--- config.mk ---
export PLATFORM = sky130hd
export DESIGN_NAME = bt656_capture
export DESIGN_NICKNAME = d
export VERILOG_FILES = /design/src/rtl/bt656_pkg.sv /design/src/rtl/bt656_req_sync.sv /design/src/rtl/bt656_trs_decoder.sv /design/src/rtl/bt656_frame_ctrl.sv /design/src/rtl/bt656_capture.sv
export SDC_FILE = /design/constraint.sdc
export NUM_CORES = 1
export LEC_CHECK = 0
export BUFFER_PORTS_ARGS = -buffer_cell sky130_fd_sc_hd__buf_4
export CAP_MARGIN = 5
export CORE_MARGIN = 1
export CORE_UTILIZATION = 46
export DETAILED_ROUTE_END_ITERATION = 10
export PLACE_DENSITY = 0.67
export SYNTH_ARGS = -nofsm -noshare
export SYNTH_HDL_FRONTEND = slang
export SYNTH_HIERARCHICAL = 1
export SYNTH_SLANG_ARGS = --single-unit
--- constraint.sdc ---
create_clock -name clk -period 3.42 [get_ports clk]
set_input_delay 0 -clock clk [delete_from_list [all_inputs] [get_ports clk]]
set_output_delay 0 -clock clk [all_outputs]
set_load 0.01 [all_outputs]
--- src/rtl/bt656_pkg.sv ---
package bt656_pkg;
  // capture sequencer states
  typedef enum logic [1:0] {
    ST_IDLE = 2'd0,
    ST_ARM  = 2'd1,
    ST_RUN  = 2'd2
  } cap_state_e;

  // number of preamble bytes ahead of a reference status byte
  localparam int TRS_PRE_LEN = 3;

  // tag offsets above the data field of a FIFO word
  localparam int TAG_FLD = 0;
  localparam int TAG_SOL = 1;
  localparam int TAG_SOF = 2;
  localparam int TAG_W   = 3;
endpackage

--- src/rtl/bt656_req_sync.sv ---
module bt656_req_sync #(
  parameter int STAGES = 2
) (
  input  logic clk,
  input  logic rst,
  input  logic req_async,
  output logic req_pulse
);
  localparam int CHAIN = STAGES + 1;

  logic [CHAIN-1:0] chain_q;

  always_ff @(posedge clk) begin
    if (rst) chain_q[0] <= 1'b0;
    else     chain_q[0] <= req_async;
  end

  for (genvar s = 1; s < CHAIN; s++) begin : g_stage
    always_ff @(posedge clk) begin
      if (rst) chain_q[s] <= 1'b0;
      else     chain_q[s] <= chain_q[s-1];
    end
  end

  assign req_pulse = chain_q[STAGES-1] & ~chain_q[STAGES];

  // a held level yields a single-cycle pulse
  a_r5_single_pulse: assert property (@(posedge clk) disable iff (rst)
    req_pulse |=> !req_pulse);
endmodule

--- src/rtl/bt656_trs_decoder.sv ---
module bt656_trs_decoder import bt656_pkg::*; #(
  parameter int PIX_W = 8
) (
  input  logic             clk,
  input  logic             rst,
  input  logic [PIX_W-1:0] vid_in,
  output logic             trs_hit,
  output logic             trs_f,
  output logic             trs_v,
  output logic             trs_h,
  output logic             pix_valid,
  output logic             pix_sol,
  output logic             pix_field,
  output logic [PIX_W-1:0] pix_data
);
  localparam int F_POS = PIX_W - 2;
  localparam int V_POS = PIX_W - 3;
  localparam int H_POS = PIX_W - 4;
  localparam int KC_W  = $clog2(TRS_PRE_LEN + 1);
  localparam logic [PIX_W-1:0] ALL1 = {PIX_W{1'b1}};
  localparam logic [PIX_W-1:0] ALL0 = {PIX_W{1'b0}};
  localparam logic [KC_W-1:0]  KC_LOAD = KC_W'(TRS_PRE_LEN);

  // d1 newest, d3 oldest; d3 is the byte offered downstream
  logic [PIX_W-1:0] d1_q, d2_q, d3_q;
  logic [KC_W-1:0]  kill_q;
  logic             line_act_q;
  logic             sol_pend_q;
  logic             fld_q;

  assign trs_hit = (d3_q == ALL1) && (d2_q == ALL0) && (d1_q == ALL0) && vid_in[PIX_W-1];
  assign trs_f   = vid_in[F_POS];
  assign trs_v   = vid_in[V_POS];
  assign trs_h   = vid_in[H_POS];

  assign pix_valid = line_act_q && (kill_q == '0) && !trs_hit;
  assign pix_data  = d3_q;
  assign pix_sol   = sol_pend_q;
  assign pix_field = fld_q;

  always_ff @(posedge clk) begin
    if (rst) begin
      d1_q       <= '0;
      d2_q       <= '0;
      d3_q       <= '0;
      kill_q     <= '0;
      line_act_q <= 1'b0;
      sol_pend_q <= 1'b0;
      fld_q      <= 1'b0;
    end else begin
      d1_q <= vid_in;
      d2_q <= d1_q;
      d3_q <= d2_q;
      if (trs_hit) begin
        kill_q <= KC_LOAD;
        if (!trs_h && !trs_v) begin
          line_act_q <= 1'b1;
          sol_pend_q <= 1'b1;
          fld_q      <= trs_f;
        end else begin
          line_act_q <= 1'b0;
        end
      end else begin
        if (kill_q != '0) kill_q <= kill_q - 1'b1;
        if (pix_valid) sol_pend_q <= 1'b0;
      end
    end
  end

  // the bytes trailing a detected preamble never leave as pixels
  a_r2_ref_not_forwarded: assert property (@(posedge clk) disable iff (rst)
    trs_hit |=> !pix_valid);
  // a start reference for an active line opens a line with sol pending
  a_r1_sav_opens_line: assert property (@(posedge clk) disable iff (rst)
    (trs_hit && !trs_h && !trs_v) |=> (pix_sol && !pix_valid));
endmodule

--- src/rtl/bt656_frame_ctrl.sv ---
module bt656_frame_ctrl import bt656_pkg::*; #(
  parameter int PIX_W = 8
) (
  input  logic                   clk,
  input  logic                   rst,
  input  logic                   start_pulse,
  input  logic                   trs_hit,
  input  logic                   trs_f,
  input  logic                   trs_v,
  input  logic                   trs_h,
  input  logic                   pix_valid,
  input  logic                   pix_sol,
  input  logic                   pix_field,
  input  logic [PIX_W-1:0]       pix_data,
  input  logic                   fifo_full,
  output logic                   fifo_we,
  output logic [PIX_W+TAG_W-1:0] fifo_wdata,
  output logic                   overflow
);
  cap_state_e st_q;
  logic       blank_seen_q;
  logic       seen_f1_q;
  logic       first_q;
  logic       wr_try;
  logic       is_sav;

  assign is_sav = trs_hit && !trs_h && !trs_v;
  assign wr_try = (st_q == ST_RUN) && pix_valid;

  always_ff @(posedge clk) begin
    if (rst) begin
      st_q         <= ST_IDLE;
      blank_seen_q <= 1'b0;
      seen_f1_q    <= 1'b0;
      first_q      <= 1'b0;
      overflow     <= 1'b0;
      fifo_we      <= 1'b0;
      fifo_wdata   <= '0;
    end else begin
      fifo_we    <= wr_try && !fifo_full;
      fifo_wdata <= {first_q, pix_sol, pix_field, pix_data};
      if (wr_try) begin
        first_q <= 1'b0;
        if (fifo_full) overflow <= 1'b1;
      end
      case (st_q)
        ST_IDLE: begin
          if (start_pulse) begin
            st_q         <= ST_ARM;
            blank_seen_q <= 1'b0;
            overflow     <= 1'b0;
          end
        end
        ST_ARM: begin
          if (trs_hit && trs_v) begin
            blank_seen_q <= 1'b1;
          end else if (is_sav) begin
            if (trs_f) begin
              blank_seen_q <= 1'b0;
            end else if (blank_seen_q) begin
              st_q      <= ST_RUN;
              first_q   <= 1'b1;
              seen_f1_q <= 1'b0;
            end
          end
        end
        ST_RUN: begin
          if (trs_hit && trs_v && seen_f1_q) st_q <= ST_IDLE;
          if (is_sav && trs_f) seen_f1_q <= 1'b1;
        end
        default: st_q <= ST_IDLE;
      endcase
    end
  end

  // no write is issued in a cycle decided while full was high
  a_r9_no_write_when_full: assert property (@(posedge clk) disable iff (rst)
    fifo_we |-> !$past(fifo_full));
  // overflow only falls on an accepted request
  a_r9_ovf_sticky: assert property (@(posedge clk) disable iff (rst)
    (overflow && !(st_q == ST_IDLE && start_pulse)) |=> overflow);
  // a start-of-frame word always opens a line
  a_r4_sof_has_sol: assert property (@(posedge clk) disable iff (rst)
    (fifo_we && fifo_wdata[PIX_W+TAG_SOF]) |-> fifo_wdata[PIX_W+TAG_SOL]);
  // an idle sequencer writes nothing
  a_r5_idle_quiet: assert property (@(posedge clk) disable iff (rst)
    (st_q == ST_IDLE && $past(st_q) == ST_IDLE) |-> !fifo_we);
  // a request edge during a capture does not re-arm
  a_r8_busy_ignores_req: assert property (@(posedge clk) disable iff (rst)
    (st_q == ST_RUN && start_pulse) |=> st_q != ST_ARM);
endmodule

--- src/rtl/bt656_capture.sv ---
module bt656_capture import bt656_pkg::*; #(
  parameter int PIX_W       = 8,
  parameter int SYNC_STAGES = 2
) (
  input  logic                   clk,
  input  logic                   rst,
  input  logic [PIX_W-1:0]       vid_byte,
  input  logic                   cap_req,
  input  logic                   fifo_full,
  output logic                   fifo_we,
  output logic [PIX_W+TAG_W-1:0] fifo_wdata,
  output logic                   overflow
);
  logic             start_pulse;
  logic             trs_hit, trs_f, trs_v, trs_h;
  logic             pix_valid, pix_sol, pix_field;
  logic [PIX_W-1:0] pix_data;

  bt656_req_sync #(.STAGES(SYNC_STAGES)) req_sync_i (
    .clk       (clk),
    .rst       (rst),
    .req_async (cap_req),
    .req_pulse (start_pulse)
  );

  bt656_trs_decoder #(.PIX_W(PIX_W)) decoder_i (
    .clk       (clk),
    .rst       (rst),
    .vid_in    (vid_byte),
    .trs_hit   (trs_hit),
    .trs_f     (trs_f),
    .trs_v     (trs_v),
    .trs_h     (trs_h),
    .pix_valid (pix_valid),
    .pix_sol   (pix_sol),
    .pix_field (pix_field),
    .pix_data  (pix_data)
  );

  bt656_frame_ctrl #(.PIX_W(PIX_W)) ctrl_i (
    .clk         (clk),
    .rst         (rst),
    .start_pulse (start_pulse),
    .trs_hit     (trs_hit),
    .trs_f       (trs_f),
    .trs_v       (trs_v),
    .trs_h       (trs_h),
    .pix_valid   (pix_valid),
    .pix_sol     (pix_sol),
    .pix_field   (pix_field),
    .pix_data    (pix_data),
    .fifo_full   (fifo_full),
    .fifo_we     (fifo_we),
    .fifo_wdata  (fifo_wdata),
    .overflow    (overflow)
  );

  // outputs are quiet in the cycle after reset
  a_r10_reset_quiet: assert property (@(posedge clk)
    $past(rst) |-> (!fifo_we && !overflow));
endmodule

# Yosys cells after proc, flatten, opt, wreduce, memory -nomap -nowiden
# Index checks and enable logic that the tools add are counted.
# word_totals
register_bits	50
input_bits	12
output_inout_bits	13
# op_classes
n_addsub	1
n_eq_ne	13
mux	34
bitwise	2
n_reduce_logical	31
# ops
operator	count
two-way mux 1 bit	23
zero test 8 bit	2
two-way mux 2 bit	8
logical AND 1 bit	13
AND reduction 6 bit	2
!= test 2 bit (second input constant)	5
nonzero test 2 bit	5
== test 8 bit (second input constant)	1
!= test 2 x 1 -> 1 bit (second input constant)	3
case mux 2 bit (3 select lines)	1
zero test 1 bit	4
zero test 2 bit	2
case mux 1 bit (2 select lines)	2
AND reduction 2 bit	2
AND reduction 4 bit	1
!= test 3 x 1 -> 1 bit (second input constant)	1
!= test 3 x 2 -> 1 bit (second input constant)	1
== test 2 x 1 -> 1 bit (second input constant)	1
== test 2 bit (second input constant)	1
subtractor 2 x 1 -> 2 bit (second input constant)	1
bitwise AND 1 bit	1
inverter 1 bit	1

# Longest topological paths before layout
# Gate-level depths: netlist of the first run.
# depth
depth_word	13
mapped_depth	7
ltp_nobuf	7

# Modules after synthesis
# The synthesis of the first run kept the hierarchy.
# modules_own_cells
module	area_per_inst_um2	instances	cells_per_inst
bt656_trs_decoder	970.9	1	88
bt656_frame_ctrl	600.6	1	58
bt656_req_sync	87.6	1	7

# Least setup slack after synthesis of the first run
# No wires, ideal clock.
# synth_timing
path_kind	flip-flop to flip-flop
start	reg decoder_i.d2_q[0]
end	reg ctrl_i.seen_f1_q
stages_incl_launch_ff	8
synth_period_minus_slack_ns	2.518
slack_ns	0.902
required_time_ns	3.303
n_path_buf	0
arrival_ns	2.401
path_cell_list	dfxtp_1 or4_4 nor4_1 nand2_1 inv_1 or3b_1 or4_4 a32o_1
# synth_via
elab_chain_len	9
word_cells_on_any_way	12
# synth_lines
item	line	text
start, declared	bt656_trs_decoder.sv:25	logic [PIX_W-1:0] d1_q, d2_q, d3_q;
start signal, assigned	bt656_trs_decoder.sv:52	d2_q <= d1_q;
zero test 8 bit (*)	bt656_trs_decoder.sv:31	assign trs_hit = (d3_q == ALL1) && (d2_q == ALL0) && (d1_q == ALL0) && vid_in[PIX_W-1];
logical AND 1 bit (*) (3 in a row)	bt656_trs_decoder.sv:31	
named net trs_hit	bt656_capture.sv:15	logic trs_hit, trs_f, trs_v, trs_h;
logical AND 1 bit (2 in a row)	bt656_frame_ctrl.sv:27	assign is_sav = trs_hit && !trs_h && !trs_v;
logical AND 1 bit	bt656_frame_ctrl.sv:69	if (is_sav && trs_f) seen_f1_q <= 1'b1;
!= test 2 bit (no source line)	-	
AND reduction 6 bit (no source line) (*)	-	
end signal, assigned	bt656_frame_ctrl.sv:34	seen_f1_q <= 1'b0;
end signal, assigned	bt656_frame_ctrl.sv:63	seen_f1_q <= 1'b0;
end signal, assigned	bt656_frame_ctrl.sv:69	
end, declared	bt656_frame_ctrl.sv:22	logic seen_f1_q;
# Mark *: on every way through the listed nets, which the timed path passes. The rest lies on a longest branch.
# A chain may end at the register's enable or synchronous reset.

# Final worst setup path of the first run
# Same ends and word-level chain as after synthesis.

==> impl_metrics.ini, run 1 <==
[final_layout]
drive_gt1_frac = 0.202
seq_area_mm2 = 0.00100
stdcell_area_mm2 = 0.00201
syn2layout_area_growth_pct = 21.4
multiInputGateArea_um2 = 594
fill_cells = 308
finish.utilization = 0.594
insertedDiodeCount = 0
fin_nets = 200

[sta]
finClkSkew_ns = 0.0136
finalCritPeriodShare = 0.799
setup_viol = 0
slew_violations = 0
finalSetupTns_ns = 0
slew_headroom = 0.686
rsz0062_at_grt = false
fmax_ghz = 0.366
finalHoldViolCount = 0
tightest_slew_ns = 0.471
finalCriticalPeriod_ns = 2.73

[power]
clockPowerShare = 0.259
p_leak_nw = 0.806
power.density_mw_per_mm2 = 484
swShare = 0.234
ir_drop_mv = 0.241
p_comb_frac = 0.107
switchingPower_w = 0.000228
p_int_w = 0.000747
power_frac_seq = 0.634

[worst_hold_path]
hp-start = rst
hold_end = decoder_i/d1_q[1]$_SDFF_PP0_
min_path_type = input port to register
worstHoldPathCells = 2

[critical_path]
start_kind = register
cp.required_ns = 3.68
critPathKind = register to register
reg2reg_slack_ns = 0.69
worstSetupEndpointType = register
path_max_fanout = 4
critPathArrivalTime_ns = 3.00
r2r-start = decoder_i/d2_q[0]$_SDFF_PP0_
r2r_end = ctrl_i/seen_f1_q$_SDFFE_PP0P_
r2r_cells = 7

[grt]
grt_start_max_net_pins = 52
overflow = 0
antenna_found_initial = 0
grt_pass1_wl_mm = 4.62
grtUsageTotal = 0.175
grt_pass1_vias = 1030

[route]
drt_iter0_markers = 29
vias_per_cell = 4.74
ant_nets = 0
route.detailed.drc = 0
wl_per_cell_um = 11.4
vias = 1109
wirelength_mm = 2.66
dr.pass1.iters = 4

[synthesis]
synth_seq_cells = 50
synth_nets = 166
yosysSeqAreaShare = 0.603
post-synth-top-count-cell = dfxtp_1
synth-main-ff-cell = dfxtp_1
synth_edf_count = 0
synth_cells = 153
synthArstFlopShare = 0
synth_warnings = 6
synth.top_cells.by_area = dfxtp_1 60%, nor2b_1 16%, or4_4 2.7%, a21oi_1 2.1%, inv_1 1.6%
netlist_top_cells_count = 50 x dfxtp_1, 42 x nor2b_1, 7 x a21oi_1, 7 x inv_1, 5 x nand2_1
synth_area_per_cell_um2 = 10.8
netlist_area_mm2 = 0.00166
synth_top_area_frac = 0.603
post_synth_num_cell_types = 29
yosys.area.top_type = dfxtp_1

[clock_network]
hold_buffers = 10
cts.reportedPaths.clkPinSlew_ns = 0.13
post-cts-setup-buffers = 0
root_buffer = clkbuf_4
insertion_delay_ns = 0.36
post_cts_resized = 0
cts_buffer_depth = 2
cts_made_buffers = 5
h-tree-depth = 2
cts.sink_count = 50
cts_tree = built

[job]
maxCapViolCount = 0

[placed_design]
io_buffers = 24
hpwl_mm = 1.84
dpl_cell_area_mm2 = 0.00186
gp_congestion = 0.763

[floorplanning]
rows = 21
die_area_mm2 = 0.00385
die_h_um = 62.1
core_mm2 = 0.00339
start_util = 0.489
die_w_um = 62.1
ios = 25

[outcome]
status = finished, final reports clean
-- per-layer routing --
| layer | GRT usage | part of all wire | vias to the layer above |
|---|---|---|---|
| li1 | - | - | 577 |
| met1 | 0.209 | 0.45 | 501 |
| met2 | 0.280 | 0.48 | 26 |
| met3 | 0.0745 | 0.048 | 5 |
| met4 | 0.0667 | 0.018 | 0 |
| met5 | 0 | 0 | - |
-- per-stage QoR --
step | setup WS, ns | total power [W] | instances | hold slack [ns]
after global placement | 0.801 | 0.000719 | 216 | 0.176
after floorplan | 0.902 | 0.000699 | 153 | 0.0716
after detailed placement | 0.724 | 0.000727 | 216 | 0.176
after global routing | 0.594 | 0.00103 | 234 | 0.0860
final | 0.688 | 0.000976 | 234 | 0.0732
after CTS | 0.697 | 0.000988 | 234 | 0.0678
-- cells by family (layout without fill, tap and decap cells) --
family / Yosys count / after routing / synth area share
multiplexers: 2 / 2 / 0.0158
buffers and inverters: 14 / 49 / 0.0385
flip-flops: 50 / 50 / 0.603
XOR/XNOR: 1 / 1 / 0.00528
adder cells (fa/ha/maj): 1 / 1 / 0.00754
AO/OA/AOI/OAI: 16 / 16 / 0.0596
AND/OR/NAND/NOR: 69 / 69 / 0.270
-- power by group through the flow --
| stage | logic, W | registers (W) | clock network [W] |
|---|---|---|---|
| 4_1_cts | 0.000105 | 0.000619 | 0.000264 |
| 3_5_place_dp | 0.0000955 | 0.000632 | 0 |
| 6_report | 0.000104 | 0.000619 | 0.000253 |
| 3_3_place_gp | 0.0000886 | 0.000631 | 0 |
| 5_1_grt | 0.000118 | 0.000622 | 0.000293 |
| 2_1_floorplan | 0.0000695 | 0.000630 | 0 |
-- how the worst max path moves through the flow --
stage	start	end
after global placement	decoder_i/d2_q[0]$_SDFF_PP0_	ctrl_i/seen_f1_q$_SDFFE_PP0P_
after CTS	decoder_i/d2_q[0]$_SDFF_PP0_	ctrl_i/seen_f1_q$_SDFFE_PP0P_
after floorplan	decoder_i/d2_q[0]$_SDFF_PP0_	ctrl_i/seen_f1_q$_SDFFE_PP0P_
after detailed placement	decoder_i/d2_q[0]$_SDFF_PP0_	ctrl_i/seen_f1_q$_SDFFE_PP0P_
after global routing	decoder_i/d2_q[0]$_SDFF_PP0_	ctrl_i/seen_f1_q$_SDFFE_PP0P_
final	decoder_i/d2_q[0]$_SDFF_PP0_	ctrl_i/seen_f1_q$_SDFFE_PP0P_
-- state kept, by name, indices dropped and copies added (netlist names), 2 cells and up --
register	flops
decoder_i/kill_q	2
ctrl_i/fifo_wdata	11
decoder_i/d1_q	8
decoder_i/d2_q	8
req_sync_i/chain_q	3
decoder_i/pix_data	8
ctrl_i/st_q	2
-- layout by cell type, fill, tap and decap left out --
| master | instances |
|---|---|
| or3b_1 | 1 |
| xor2_1 | 1 |
| a31oi_1 | 2 |
| nand3_1 | 2 |
| ha_1 | 1 |
| mux2_4 | 1 |
| and3_1 | 1 |
| clkinv_4 | 1 |
| or4_4 | 4 |
| dfxtp_1 | 50 |
| a21oi_1 | 7 |
| clkinv_2 | 1 |
| a211oi_1 | 2 |
| buf_4 | 24 |
| inv_1 | 7 |
| mux2_2 | 1 |
| o21ai_0 | 1 |
| nor4_1 | 3 |
| nand4b_1 | 2 |
| nor2b_2 | 1 |
| o31ai_1 | 1 |
| nor2_1 | 1 |
| a32o_1 | 1 |
| nand2b_1 | 2 |
| o21a_1 | 1 |
| dlygate4sd3_1 | 10 |
| nor4bb_1 | 2 |
| nand2_1 | 5 |
| nor3_1 | 3 |
| nor2b_1 | 42 |
| clkbuf_1 | 1 |
| clkbuf_4 | 5 |
| o22ai_1 | 1 |
-- worst max-delay path, stage by stage, from the launching register on --
cell,delay [ns]
dfxtp_1,0.34
or4_4,0.53
nor4_1,0.38
nand2_1,0.15
inv_1,0.14
or3b_1,0.38
or4_4,0.50
a32o_1,0.21
-- area by class of cell --
class                      instances  area share
clock buffer                       6      0.0205
clock inverter                     2     0.00683
inverter                           7      0.0130
multi-input combinational         89       0.295
sequential                        50       0.497
tap                               46      0.0286
timing repair buffer              34       0.139
Power figures use the tool's default switching activity.
==> inputs of run 2 (changes only) <==
--- a/config.mk
+++ b/config.mk
@@ -10,7 +10,7 @@
 export CORE_MARGIN = 1
 export CORE_UTILIZATION = 46
 export DETAILED_ROUTE_END_ITERATION = 10
-export PLACE_DENSITY = 0.67
+export PLACE_DENSITY = 0.69
 export SYNTH_ARGS = -nofsm -noshare
 export SYNTH_HDL_FRONTEND = slang
 export SYNTH_HIERARCHICAL = 1
==> constraint.sdc (replaced) <==
create_clock -name clk -period 2.5 [get_ports clk]
set_input_delay 0 -clock clk [delete_from_list [all_inputs] [get_ports clk]]
set_output_delay 0 -clock clk [all_outputs]
set_load 0.01 [all_outputs]
==> run 2 against run 1 <==
Against the previous run: maximum frequency increased by 14%; hold slack improved by 0.0039 ns; sequential power increased by 37%; first-iteration DRC count increased by 41%; sequential cell count unchanged; setup slack got worse by 0.58 ns; highest routed layer unchanged.
==> impl_metrics.ini, run 2 (synthesis gave the netlist of run 1 again) <==
[floorplanning]
die_area_mm2 = 0.00385
start_util = 0.489
die_w_um = 62.1
die_h_um = 62.1
core_mm2 = 0.00339
rows = 21
ios = 25

[final_layout]
fill_cells = 281
fin_cells = 237
largest_register = ctrl_i/fifo_wdata
layout_common_cells = 50 x dfxtp_1, 42 x nor2b_1, 27 x buf_4
largest_reg_flops = 11
syn2layout_area_growth_pct = 24.5
stdcell_area_mm2 = 0.00207
drive_gt1_frac = 0.225
fin_nets = 203
mostFrequentLayoutCell = dfxtp_1
insertedDiodeCount = 0

[critical_path]
crit_family = simple AND/OR/NAND/NOR gates
critPathKind = register to register
path_cells = or4_4 > nor4_4 > nand2_1 > inv_1 > or3b_1 > or4_4 > a32o_1
path_buf_inv = 1
cp.required_ns = 2.76
critPathArrivalTime_ns = 2.65
crit_slowest_cell = or4_4
path_max_fanout = 3
worstSetupEndpointType = register
crit_top_cell = or4_4
cpPeakStageDelay_ns = 0.55
start_kind = register

[sta]
finalCriticalPeriod_ns = 2.39
slew_headroom = 0.684
finalHoldViolCount = 0
finClkSkew_ns = 0.0131
setup_viol = 0
fmax_ghz = 0.419
rsz0062_at_grt = false
slew_violations = 0
timing.final.ws_setup_ns = 0.111
tightest_slew_ns = 0.474
finalCritPeriodShare = 0.955

[clock_network]
cts_made_buffers = 5
cts_tree = built
h-tree-depth = 2
cts.reportedPaths.clkPinSlew_ns = 0.14
insertion_delay_ns = 0.36
cts.sink_count = 50
root_buffer = clkbuf_4
cts_buffer_depth = 2

[job]
maxCapViolCount = 0

[power]
ir_drop_mv = 0.455
p_leak_nw = 0.833
power.density_mw_per_mm2 = 665
power_w = 0.00137

[worst_hold_path]
min_path_type = input port to register

[route]
wl_per_cell_um = 11.6
route.detailed.drc = 0
vias = 1124
ant_nets = 0
wirelength_mm = 2.75
vias_per_cell = 4.74
drt_iter0_markers = 41
dr.pass1.iters = 4

[grt]
grt_pass1_vias = 1039
grt_start_max_net_pins = 52
overflow = 0
antenna_found_initial = 0
grtUsageTotal = 0.160
grt_pass1_wl_mm = 4.31

[placed_design]
gp_congestion = 0.828
hpwl_mm = 1.86
io_buffers = 24
dp.cells = 218
dp_slack_ns = -0.00484
dpl_cell_area_mm2 = 0.00188

[outcome]
status = finished, final reports clean
[run 2: cell types whose count changed in the layout (fill, tap and decap cells not counted)]
cell      delta
clkbuf_1     -1
clkinv_2     -1
nor4_4       +1
clkbuf_8     +1
nor4_1       -1
clkinv_4     +1
buf_4        +3
[run 2: layer usage]
| metal | wire length [um] | vias to the layer above | track usage |
|---|---|---|---|
| met3 | 114 | 4 | 0.0435 |
| li1 | - | 579 | - |
| met5 | 0 | - | 0 |
| met4 | 29 | 0 | 0.0889 |
| met2 | 1340 | 25 | 0.272 |
| met1 | 1270 | 516 | 0.182 |
[run 2: per-stage QoR]
stage                util  hold WS [ns]   TNS, ns
floorplan               -        0.0716         0
global placement    0.555         0.175         0
detailed placement  0.555         0.181  -0.00484
CTS                 0.609        0.0715         0
global route        0.609        0.0811         0
finish              0.609        0.0771         0
[run 2: layout make-up]
class                           instances  area, um2  share of cell area
Tap cell                               46       57.6              0.0279
Multi-Input combinational cell         89        609               0.295
Clock inverter                          2       17.5             0.00848
Inverter                                7       26.3              0.0127
Clock buffer                            6       51.3              0.0248
Timing Repair Buffer                   37        303               0.147
Sequential cell                        50       1000               0.485
[run 2: timing repair]
action | in CTS | in global routing
resized for setup | 1 | 0
hold buffers | 10 | 0
hold endpoints to repair | 15 | 0
buffers inserted | 1 | 0
setup endpoints to repair | 1 | 0
[run 2: final timing paths]
path,startpoint,to,cells after the start,slack (ns)
min,rst,ctrl_i/fifo_wdata[6]$_SDFF_PP0_,2,0.08
max reg2reg,decoder_i/d2_q[0]$_SDFF_PP0_,ctrl_i/seen_f1_q$_SDFFE_PP0P_,7,0.11
max,decoder_i/d2_q[0]$_SDFF_PP0_,ctrl_i/seen_f1_q$_SDFFE_PP0P_,7,0.11
min reg2reg,req_sync_i/chain_q[0]$_SDFF_PP0_,req_sync_i/chain_q[1]$_SDFF_PP0_,1,0.45
[run 2: worst register-to-register path: stages, from the launching register on]
cell and delay [ns]:
dfxtp_1 0.33, or4_4 0.55, nor4_4 0.16, nand2_1 0.10, inv_1 0.07, or3b_1 0.37
or4_4 0.51, a32o_1 0.21
[run 2: power by group]
part / switching, W / internal (W)
logic: 0.0000622 / 0.0000792
registers: 0.0000150 / 0.000832
clock network: 0.000245 / 0.000141
total: 0.000322 / 0.00105
